### src/rtl/rtc_cal_pkg.sv
package rtc_cal_pkg;

  localparam int unsigned OFF_W = 3;

  localparam logic [OFF_W-1:0] OFF_CTRL = 3'd0;
  localparam logic [OFF_W-1:0] OFF_SEC  = 3'd1;
  localparam logic [OFF_W-1:0] OFF_MIN  = 3'd2;
  localparam logic [OFF_W-1:0] OFF_HR   = 3'd3;
  localparam logic [OFF_W-1:0] OFF_DAY  = 3'd4;
  localparam logic [OFF_W-1:0] OFF_DATE = 3'd5;
  localparam logic [OFF_W-1:0] OFF_MON  = 3'd6;
  localparam logic [OFF_W-1:0] OFF_YR   = 3'd7;

  typedef struct packed {
    logic [7:0] yr;
    logic [7:0] mon;
    logic [7:0] date;
    logic [7:0] day;
    logic       cb;
    logic [7:0] hr;
    logic [7:0] mins;
    logic [7:0] secs;
  } cal_t;

  localparam cal_t CAL_RESET = '{yr: 8'h00, mon: 8'h01, date: 8'h01, day: 8'h01,
                                 cb: 1'b0, hr: 8'h00, mins: 8'h00, secs: 8'h00};

  function automatic logic [7:0] bcd_inc(input logic [7:0] v);
    if (v[3:0] == 4'd9) return {v[7:4] + 4'd1, 4'd0};
    else                return {v[7:4], v[3:0] + 4'd1};
  endfunction

endpackage

### src/rtl/rtc_month_len.sv
module rtc_month_len (
  input  logic [7:0] mon_i,
  input  logic [7:0] yr_i,
  output logic [7:0] last_date_o
);
  logic leap;

  // 10 = 2 mod 4, so BCD year mod 4 = (2*tens + units) mod 4
  assign leap = ((({1'b0, yr_i[7:4], 1'b0} + {2'b00, yr_i[3:0]}) & 6'd3) == 6'd0);

  always_comb begin
    unique case (mon_i)
      8'h02:                      last_date_o = leap ? 8'h29 : 8'h28;
      8'h04, 8'h06, 8'h09, 8'h11: last_date_o = 8'h30;
      default:                    last_date_o = 8'h31;
    endcase
  end
endmodule

### src/rtl/rtc_time_chain.sv
module rtc_time_chain
  import rtc_cal_pkg::*;
(
  input  logic clk_i,
  input  logic rst_ni,
  input  logic tick_i,
  input  logic stop_i,
  input  logic ceb_i,
  input  logic load_i,
  input  cal_t load_val_i,
  output cal_t live_o
);
  cal_t       live_q;
  logic [7:0] last_date;
  logic       adv, c_min, c_hr, c_day, c_mon, c_yr, c_cent;
  logic       sec_wrap, min_wrap, hr_wrap, date_wrap, mon_wrap, yr_wrap;

  rtc_month_len i_month_len (
    .mon_i      (live_q.mon),
    .yr_i       (live_q.yr),
    .last_date_o(last_date)
  );

  assign sec_wrap  = (live_q.secs == 8'h59);
  assign min_wrap  = (live_q.mins == 8'h59);
  assign hr_wrap   = (live_q.hr   == 8'h23);
  assign date_wrap = (live_q.date == last_date);
  assign mon_wrap  = (live_q.mon  == 8'h12);
  assign yr_wrap   = (live_q.yr   == 8'h99);

  assign adv    = tick_i && !stop_i && !load_i;
  assign c_min  = adv    && sec_wrap;
  assign c_hr   = c_min  && min_wrap;
  assign c_day  = c_hr   && hr_wrap;
  assign c_mon  = c_day  && date_wrap;
  assign c_yr   = c_mon  && mon_wrap;
  assign c_cent = c_yr   && yr_wrap;

  always_ff @(posedge clk_i or negedge rst_ni) begin
    if (!rst_ni) begin
      live_q <= CAL_RESET;
    end else if (load_i) begin
      live_q <= load_val_i;
    end else if (adv) begin
      live_q.secs <= sec_wrap ? 8'h00 : bcd_inc(live_q.secs);
      if (c_min) live_q.mins <= min_wrap ? 8'h00 : bcd_inc(live_q.mins);
      if (c_hr)  live_q.hr   <= hr_wrap  ? 8'h00 : bcd_inc(live_q.hr);
      if (c_day) begin
        live_q.day  <= (live_q.day == 8'h07) ? 8'h01 : bcd_inc(live_q.day);
        live_q.date <= date_wrap ? 8'h01 : bcd_inc(live_q.date);
      end
      if (c_mon) live_q.mon <= mon_wrap ? 8'h01 : bcd_inc(live_q.mon);
      if (c_yr)  live_q.yr  <= yr_wrap  ? 8'h00 : bcd_inc(live_q.yr);
      if (c_cent && ceb_i) live_q.cb <= ~live_q.cb;
    end
  end

  assign live_o = live_q;

  a_r2_secs_in_range: assert property (@(posedge clk_i) disable iff (!rst_ni)
    live_q.secs <= 8'h59);
  a_r4_feb_limit: assert property (@(posedge clk_i) disable iff (!rst_ni)
    (live_q.mon == 8'h02) |-> (live_q.date <= 8'h29));
  a_r7_commit_load: assert property (@(posedge clk_i) disable iff (!rst_ni)
    load_i |=> (live_q == $past(load_val_i)));
  a_r9_stop_holds: assert property (@(posedge clk_i) disable iff (!rst_ni)
    (stop_i && !load_i) |=> $stable(live_q));
  a_r10_cent_toggle: assert property (@(posedge clk_i) disable iff (!rst_ni)
    (c_cent && ceb_i) |=> (live_q.cb != $past(live_q.cb)));
  a_r10_cent_hold: assert property (@(posedge clk_i) disable iff (!rst_ni)
    (!ceb_i && !load_i) |=> $stable(live_q.cb));
endmodule

### src/rtl/rtc_shadow_bank.sv
module rtc_shadow_bank
  import rtc_cal_pkg::*;
(
  input  logic             clk_i,
  input  logic             rst_ni,
  input  logic             wr_en_i,
  input  logic             rd_en_i,
  input  logic [OFF_W-1:0] off_i,
  input  logic [7:0]       wdata_i,
  input  cal_t             live_i,
  output logic [7:0]       rdata_o,
  output logic             commit_o,
  output cal_t             hold_o,
  output logic             stop_o,
  output logic             ceb_o
);
  cal_t hold_q;
  logic wr_q, rd_q, stop_q, ceb_q;
  logic frozen, unlocked_wr;

  assign frozen      = wr_q || rd_q;
  assign unlocked_wr = wr_en_i && wr_q;
  assign commit_o    = wr_en_i && (off_i == OFF_CTRL) && wr_q && !wdata_i[7];

  always_ff @(posedge clk_i or negedge rst_ni) begin
    if (!rst_ni) begin
      wr_q   <= 1'b0;
      rd_q   <= 1'b0;
      stop_q <= 1'b0;
      ceb_q  <= 1'b0;
    end else if (wr_en_i) begin
      if (off_i == OFF_CTRL) begin
        wr_q <= wdata_i[7];
        rd_q <= wdata_i[6];
      end
      if (off_i == OFF_SEC) stop_q <= wdata_i[7];
      if (off_i == OFF_DAY) ceb_q  <= wdata_i[5];
    end
  end

  // Copies track the counters unless frozen; fields are masked on write
  always_ff @(posedge clk_i or negedge rst_ni) begin
    if (!rst_ni) begin
      hold_q <= CAL_RESET;
    end else if (!frozen) begin
      hold_q <= live_i;
    end else if (unlocked_wr) begin
      unique case (off_i)
        OFF_SEC:  hold_q.secs <= {1'b0, wdata_i[6:0]};
        OFF_MIN:  hold_q.mins <= {1'b0, wdata_i[6:0]};
        OFF_HR:   hold_q.hr   <= {2'b00, wdata_i[5:0]};
        OFF_DAY: begin
          hold_q.day <= {5'b00000, wdata_i[2:0]};
          hold_q.cb  <= wdata_i[4];
        end
        OFF_DATE: hold_q.date <= {2'b00, wdata_i[5:0]};
        OFF_MON:  hold_q.mon  <= {3'b000, wdata_i[4:0]};
        OFF_YR:   hold_q.yr   <= wdata_i;
        default:  ;
      endcase
    end
  end

  always_comb begin
    rdata_o = 8'h00;
    if (rd_en_i) begin
      unique case (off_i)
        OFF_CTRL: rdata_o = {wr_q, rd_q, 6'b000000};
        OFF_SEC:  rdata_o = hold_q.secs | {stop_q, 7'b0000000};
        OFF_MIN:  rdata_o = hold_q.mins;
        OFF_HR:   rdata_o = hold_q.hr;
        OFF_DAY:  rdata_o = hold_q.day | {2'b00, ceb_q, hold_q.cb, 4'b0000};
        OFF_DATE: rdata_o = hold_q.date;
        OFF_MON:  rdata_o = hold_q.mon;
        default:  rdata_o = hold_q.yr;
      endcase
    end
  end

  assign hold_o = hold_q;
  assign stop_o = stop_q;
  assign ceb_o  = ceb_q;

  a_r6_hold_frozen: assert property (@(posedge clk_i) disable iff (!rst_ni)
    (frozen && !wr_en_i) |=> $stable(hold_q));
  a_r8_unlocked_tracks: assert property (@(posedge clk_i) disable iff (!rst_ni)
    !frozen |=> (hold_q == $past(live_i)));
  a_r11_ctrl_reserved: assert property (@(posedge clk_i) disable iff (!rst_ni)
    (rd_en_i && off_i == OFF_CTRL) |-> (rdata_o[5:0] == 6'd0));
endmodule

### src/rtl/rtc_calendar_bank.sv
module rtc_calendar_bank
  import rtc_cal_pkg::*;
#(
  parameter int unsigned ADDR_W = 15
) (
  input  logic              clk_i,
  input  logic              rst_ni,
  input  logic              tick_i,
  input  logic              sel_i,
  input  logic              we_i,
  input  logic [ADDR_W-1:0] addr_i,
  input  logic [7:0]        wdata_i,
  output logic [7:0]        rdata_o,
  output logic              mem_sel_o
);
  localparam int unsigned WIN_TOP = ADDR_W - 1;

  logic             in_win, wr_en, rd_en, commit, stop, ceb;
  logic [OFF_W-1:0] off;
  cal_t             live, hold;

  assign in_win    = &addr_i[WIN_TOP:OFF_W];
  assign off       = addr_i[OFF_W-1:0];
  assign wr_en     = sel_i && we_i && in_win;
  assign rd_en     = sel_i && !we_i && in_win;
  assign mem_sel_o = sel_i && !in_win;

  rtc_shadow_bank i_shadow (
    .clk_i   (clk_i),
    .rst_ni  (rst_ni),
    .wr_en_i (wr_en),
    .rd_en_i (rd_en),
    .off_i   (off),
    .wdata_i (wdata_i),
    .live_i  (live),
    .rdata_o (rdata_o),
    .commit_o(commit),
    .hold_o  (hold),
    .stop_o  (stop),
    .ceb_o   (ceb)
  );

  rtc_time_chain i_chain (
    .clk_i     (clk_i),
    .rst_ni    (rst_ni),
    .tick_i    (tick_i),
    .stop_i    (stop),
    .ceb_i     (ceb),
    .load_i    (commit),
    .load_val_i(hold),
    .live_o    (live)
  );

  a_r1_decode_exclusive: assert property (@(posedge clk_i) disable iff (!rst_ni)
    !(mem_sel_o && (rd_en || wr_en)));
  a_r1_idle_rdata: assert property (@(posedge clk_i) disable iff (!rst_ni)
    !rd_en |-> (rdata_o == 8'h00));
endmodule

### config.mk
export PLATFORM = sky130hd
export DESIGN_NAME = rtc_calendar_bank
export DESIGN_NICKNAME = d
export VERILOG_FILES = /design/src/rtl/rtc_cal_pkg.sv /design/src/rtl/rtc_month_len.sv /design/src/rtl/rtc_time_chain.sv /design/src/rtl/rtc_shadow_bank.sv /design/src/rtl/rtc_calendar_bank.sv
export SDC_FILE = /design/constraint.sdc
export NUM_CORES = 1
export LEC_CHECK = 0
export BUFFER_PORTS_ARGS = -buffer_cell sky130_fd_sc_hd__buf_4
export CAP_MARGIN = 20
export CORE_MARGIN = 10
export CORE_UTILIZATION = 56
export CTS_CLUSTER_SIZE = 16
export DETAILED_ROUTE_END_ITERATION = 6
export PLACE_DENSITY = 0.79
export RECOVER_POWER = 25
export SLEW_MARGIN = 20
export SYNTH_ARGS = -nofsm -noshare
export SYNTH_HDL_FRONTEND = slang
export SYNTH_HIERARCHICAL = 1
export SYNTH_SLANG_ARGS = --single-unit
### constraint.sdc
create_clock -name clk_i -period 2.2 [get_ports clk_i]
set_input_delay 0.44 -clock clk_i [delete_from_list [all_inputs] [get_ports clk_i]]
set_output_delay 0.44 -clock clk_i [all_outputs]
set_load 0.1 [all_outputs]
Yosys cells after proc, flatten, opt, wreduce, memory -nomap -nowiden
Cells that the tools add are included.
W data, S select, Z words.
{ "classes": {"n_shift": 0, "reduce_logical": 65, "mul": 0, "n_bitwise": 3, "n_addsub": 15, "muxes": 35, "magnitude_cmp": 0, "n_div": 0, "eq_ne": 34} }
{ "op_table": {"columns": ["cell", "count"], "rows": [
  ["$mux W57", 4],
  ["$mux W8", 25],
  ["$add A4 B1 Y4 const B", 14],
  ["$pmux W8 S7", 1],
  ["$reduce_and A2 Y1", 17],
  ["$eq A4 B4 Y1 const B", 7],
  ["$eq A8 B3 Y1 const B", 3],
  ["$reduce_bool A3 Y1", 7],
  ["$logic_and A1 B1 Y1", 18],
  ["$reduce_and A3 Y1", 6],
  ["$eq A8 B5 Y1 const B", 2],
  ["$eq A8 B7 Y1 const B", 2],
  ["$mux W16", 1],
  ["$ne A2 B2 Y1 const B", 8],
  ["$reduce_bool A2 Y1", 7],
  ["$eq A3 B3 Y1 const B", 4],
  ["$reduce_and A12 Y1", 1],
  ["$pmux W5 S2", 1],
  ["$mux W9", 1],
  ["$eq A8 B2 Y1 const B", 1],
  ["$eq A8 B4 Y1 const B", 1],
  ["$eq A8 B6 Y1", 1],
  ["$eq A8 B6 Y1 const B", 1],
  ["$eq A8 B8 Y1 const B", 1],
  ["12 further kinds", 18]
]} }
{ "totals": {"mem_bits_rw": 0, "mem_count": 0, "inputBits": 28, "register_bits": 118, "mem_bits_ro": 0, "latchBits": 0, "out_inout_bits": 9} }

Depth between registers and ports, before layout
{ "logic_depth": {"ltp_word": 17, "ltp_mapped": 11, "depth_no_buf": 9} }

Modules after synthesis
Netlist, hierarchy kept.
{ "by_module_without_submodules": {"columns": ["mod", "area_per_inst_um2", "seq_area_each_um2", "cells_per_inst", "n_inst"], "rows": [
  ["rtc_time_chain", 4065.1, 1430.1, 460, 1],
  ["rtc_shadow_bank", 3186.8, 1530.2, 343, 1],
  ["rtc_month_len", 132.6, 0.0, 18, 1],
  ["rtc_calendar_bank", 50.0, 0.0, 8, 1]
]} }

Worst setup path before layout
No wires, ideal clock.
{ "synth_timing": {"path_type": "input to output", "start": "in addr_i[3]", "end": "out rdata_o[6]", "arrival_ns": 2.923, "cell_stages": 4, "required_time_ns": 1.760, "n_path_buf": 0, "slack_ns": -1.163, "cell_sequence": "nand4_1 > nor4_1 > o21ai_0 > a31oi_1"} }
{ "synth_between": {"elab_chain_len": 3} }
{ "synth_rtl": {"columns": ["element", "line_no", "text"], "rows": [
  ["from (decl)", "rtc_calendar_bank.sv:11", "input logic [ADDR_W-1:0] addr_i,"],
  ["$reduce_and A12 Y1", "rtc_calendar_bank.sv:22", "assign in_win = &addr_i[WIN_TOP:OFF_W];"],
  ["$logic_and A1 B1 Y1", "rtc_calendar_bank.sv:25", "assign rd_en = sel_i && !we_i && in_win;"],
  ["named net rd_en", "rtc_calendar_bank.sv:18", "logic in_win, wr_en, rd_en, commit, stop, ceb;"],
  ["$mux W8", "rtc_shadow_bank.sv:66", "if (rd_en_i) begin"],
  ["to (decl)", "rtc_calendar_bank.sv:13", "output logic [7:0] rdata_o,"]
]} }
The timed path passes the listed nets, and every way through them passes these cells.

Worst setup path in the final report
{ "layout_timing": {"start": "reg i_chain.live_q (netlist bit i_chain/live_o[44])", "end": "reg i_chain.live_q (netlist bit i_chain/live_o[50])"} }
{ "layout_between": {"elab_chain_len": 8, "elab_cells_between_ends": 13} }
{ "layout_rtl": {"columns": ["element", "line_no", "text"], "rows": [
  ["from (decl)", "rtc_time_chain.sv:13", "cal_t live_q;"],
  ["from (signal assigned)", "rtc_time_chain.sv:43", "live_q <= load_val_i;"],
  ["$eq A8 B3 Y1 (tied with other cells)", "rtc_month_len.sv:12", "unique case (mon_i)"],
  ["$reduce_or A4 Y1", "rtc_month_len.sv:12", null],
  ["$pmux W5 S2 *", "rtc_month_len.sv:12", null],
  ["named net i_chain.last_date[0]", "rtc_time_chain.sv:14", "logic [7:0] last_date;"],
  ["$eq A8 B6 Y1 *", "rtc_time_chain.sv:27", "assign date_wrap = (live_q.date == last_date);"],
  ["$logic_and A1 B1 Y1 *", "rtc_time_chain.sv:35", "assign c_mon = c_day && date_wrap;"],
  ["$logic_and A1 B1 Y1 *", "rtc_time_chain.sv:36", "assign c_yr = c_mon && mon_wrap;"],
  ["$reduce_bool A2 Y1 (no source line) *", null, null],
  ["$reduce_and A2 Y1 (no source line) *", null, null]
]} }
Mark *: on every way through the listed nets, which the timed path passes. The rest lies on a longest branch.
A chain may end at the register's enable or synchronous reset.

==> qor.csv <==
metric,value,unit
avgRoutedWirePerCell,23.1,um
drc,0,
grt_usage,0.285,
grt_max_degree,51,
firstDrtPassIters,6,
num_antenna_cells,0,
area_growth,41.0,%
insertion_delay,430,ps
synth.largest_area_cell,dfrtp_1,
cp_data_required_time,2540,ps
cts_sinks,118,
num_vias,8037,
synthArstFlopShare,1.00,
hold_slack,279,ps
synth_edf_count,0,
cts_tree,built,
rsz0062_at_grt,yes,
ys_warn_count,6,
ys_ff_latch,118,
post-route-cell-area,10500,um2
cts_buffer_depth,2,
cpMaxStageDelayCell,or4_4,
yosysSeqAreaShare,0.398,
place_inst,1133,
overflow,0,
fin_crit,2540,ps
ys_types,86,
drv_cap,0,
gp_congestion,1.03,
worstSetupPathType,flip-flop to flip-flop,
synth-main-ff-cell,dfrtp_1,
syn_area,7430,um2
antenna_found_initial,0,
drv_slew,0,
routed_via_density,6.66,
dpl.hpwl,17.9,mm
critical-path-max-stage-delay,590,ps
power,5.64,mW
first_iter_violations,1013,
clk_pin_slew_worst_paths,60,ps
htree_num_levels,4,
path_buf_inv,0,
hold_path.class,input port to flip-flop,
fmax,393,MHz
ant_nets,0,
finalHoldViolCount,0,
die_w,135,um
finish.utilization,0.798,
stdcell_count,1207,
synth.avg_cell_area,8.97,um2
tightest_slew,1430,ps
crit_arrival,2880,ps
dp_slack,-362,ps
fin_crit_sh,1.16,
synth.area.top_cells,"dfrtp_1 38%, a21oi_1 5.3%, nand2_1 4.8%, ha_1 4.2%, o21ai_0 4.2%",
drive_above_1_share,0.367,
max-vdd-ir-drop,0.000688,V
path_cells,"xnor2_2, nor4b_2, o211ai_1, xor2_1, nor4_4, nand4_4, or4_4, a31oi_1",
portBuffers,36,
final-setup-viol-count,36,
worstPathMaxFanout,6,
core,13100,um2
setup_tns,-4900,ps
fin_ws,-342,ps
status,finished with violations,
skew,11.5,ps
grt_pass1_wl,41.2,mm
boundaryPins,37,
violations,negative setup slack,
start_kind,flip-flop,
cts_made_buffers,17,
power.leakage,4.61,nW
die_y,135,um
max-slew-margin-rel,0.0474,
cp-end-kind,flip-flop,
cp_top_family,simple AND/OR/NAND/NOR gates,
initial_utilization,0.566,
finalNetCount,1071,
p_per_area,538,nW/um2
synthesis.instances,829,
first_global_vias,7640,
fp.dieArea,18300,um2
yosysTopAreaCellShare,0.377,
drt_wl_total,27.9,mm
dpl_cell_area,8940,um2
clockRootBuffer,clkbuf_16,
rows,42,
cell type report:
class,count,area [um2]
clock buffer,23,488
clock inverter,9,52.6
fill,786,2650
inverter,30,113
multi-input combinational,635,4760
sequential,118,2960
tap,176,220
timing repair buffer,216,1890
state kept, by name, indices dropped and copies added, names as in the netlist:
register         cells
i_shadow/rd_q        1
i_shadow/wr_q        1
i_shadow/hold_o     57
i_shadow/stop_o      1
i_shadow/ceb_o       1
i_chain/live_o      57
layer usage:
metal / vias up / GRT usage / wire [um]
met4: 0 / 0.123 / 1500
met3: 156 / 0.0872 / 3140
met5: - / 0 / 0
li1: 3419 / - / -
met1: 3835 / 0.363 / 10200
met2: 627 / 0.440 / 13000
Yosys cell counts (9+ instances only):
| cell | instances |
|---|---|
| dfrtp_1 | 112 |
| nand2_1 | 95 |
| a21oi_1 | 78 |
| nor2_1 | 63 |
| o21ai_0 | 62 |
| inv_1 | 30 |
| ha_1 | 25 |
| nand3_1 | 24 |
| clkbuf_1 | 19 |
| buf_4 | 16 |
| mux2i_1 | 15 |
| o21ai_1 | 15 |
| nor3_1 | 14 |
| a31oi_1 | 13 |
| a22o_1 | 11 |
| and2_1 | 10 |
| mux2_2 | 10 |
| buf_2 | 9 |
| xor2_1 | 9 |
where the power goes:
part	internal, mW	leakage (nW)	switching (mW)	total [mW]
Sequential	2.26	1.49	0.0854	2.34
Combinational	0.354	2.85	0.396	0.751
Clock	1.54	0.265	1.01	2.55
Total	4.15	4.61	1.49	5.64
final timing paths:
path | from | end | slack [ps] | cells past startpoint
max in group asynchronous | rst_ni | i_shadow/hold_o[41] | 160 | 3
setup / recovery | i_chain/live_o[44] | i_chain/live_o[50] | -340 | 8
setup reg to reg | i_chain/live_o[44] | i_chain/live_o[50] | -340 | 8
min in group asynchronous | rst_ni | i_chain/live_o[30] | 880 | 2
hold / removal | wdata_i[6] | i_shadow/rd_q | 280 | 2
hold reg to reg | i_shadow/hold_o[25] | i_shadow/hold_o[25] | 510 | 2
placed cells by master (no fill, tap or decap), types with 22 or more instances in the layout:
cell type    n
nand2_1     91
o21ai_1     33
o21ai_0     35
buf_6       32
ha_1        22
a21oi_1     68
inv_1       25
nand3_1     22
dfrtp_1    109
buf_4      170
nor2_1      57
kinds of logic (layout without fill, tap and decap cells):
group	Yosys count	in the layout	synth area share
fa+ha+maj	25	25	0.0421
other cells	2	5	0.00101
flops	118	118	0.398
simple gates	296	297	0.217
xor+xnor	13	13	0.0153
buf+inv	80	278	0.0532
mux	28	28	0.0444
compound gates	267	267	0.228
repair_timing:
item                                   in CTS  in global routing
endpoints found under the hold margin      17                  0
resized for setup                          80                 92
hold buffers                                1                  0
cloned                                      2                  0
pin swaps                                  37                 38
buffers inserted                           29                 15
setup endpoints to repair                  47                 51
worst register-to-register path, stage by stage, from the launching register on:
cell and delay, ps:
dfrtp_2 450, xnor2_2 150, nor4b_2 210, o211ai_1 150, xor2_1 220, nor4_4 260, nand4_4 230, or4_4 590
a31oi_1 180
Power figures use the tool's default switching activity.
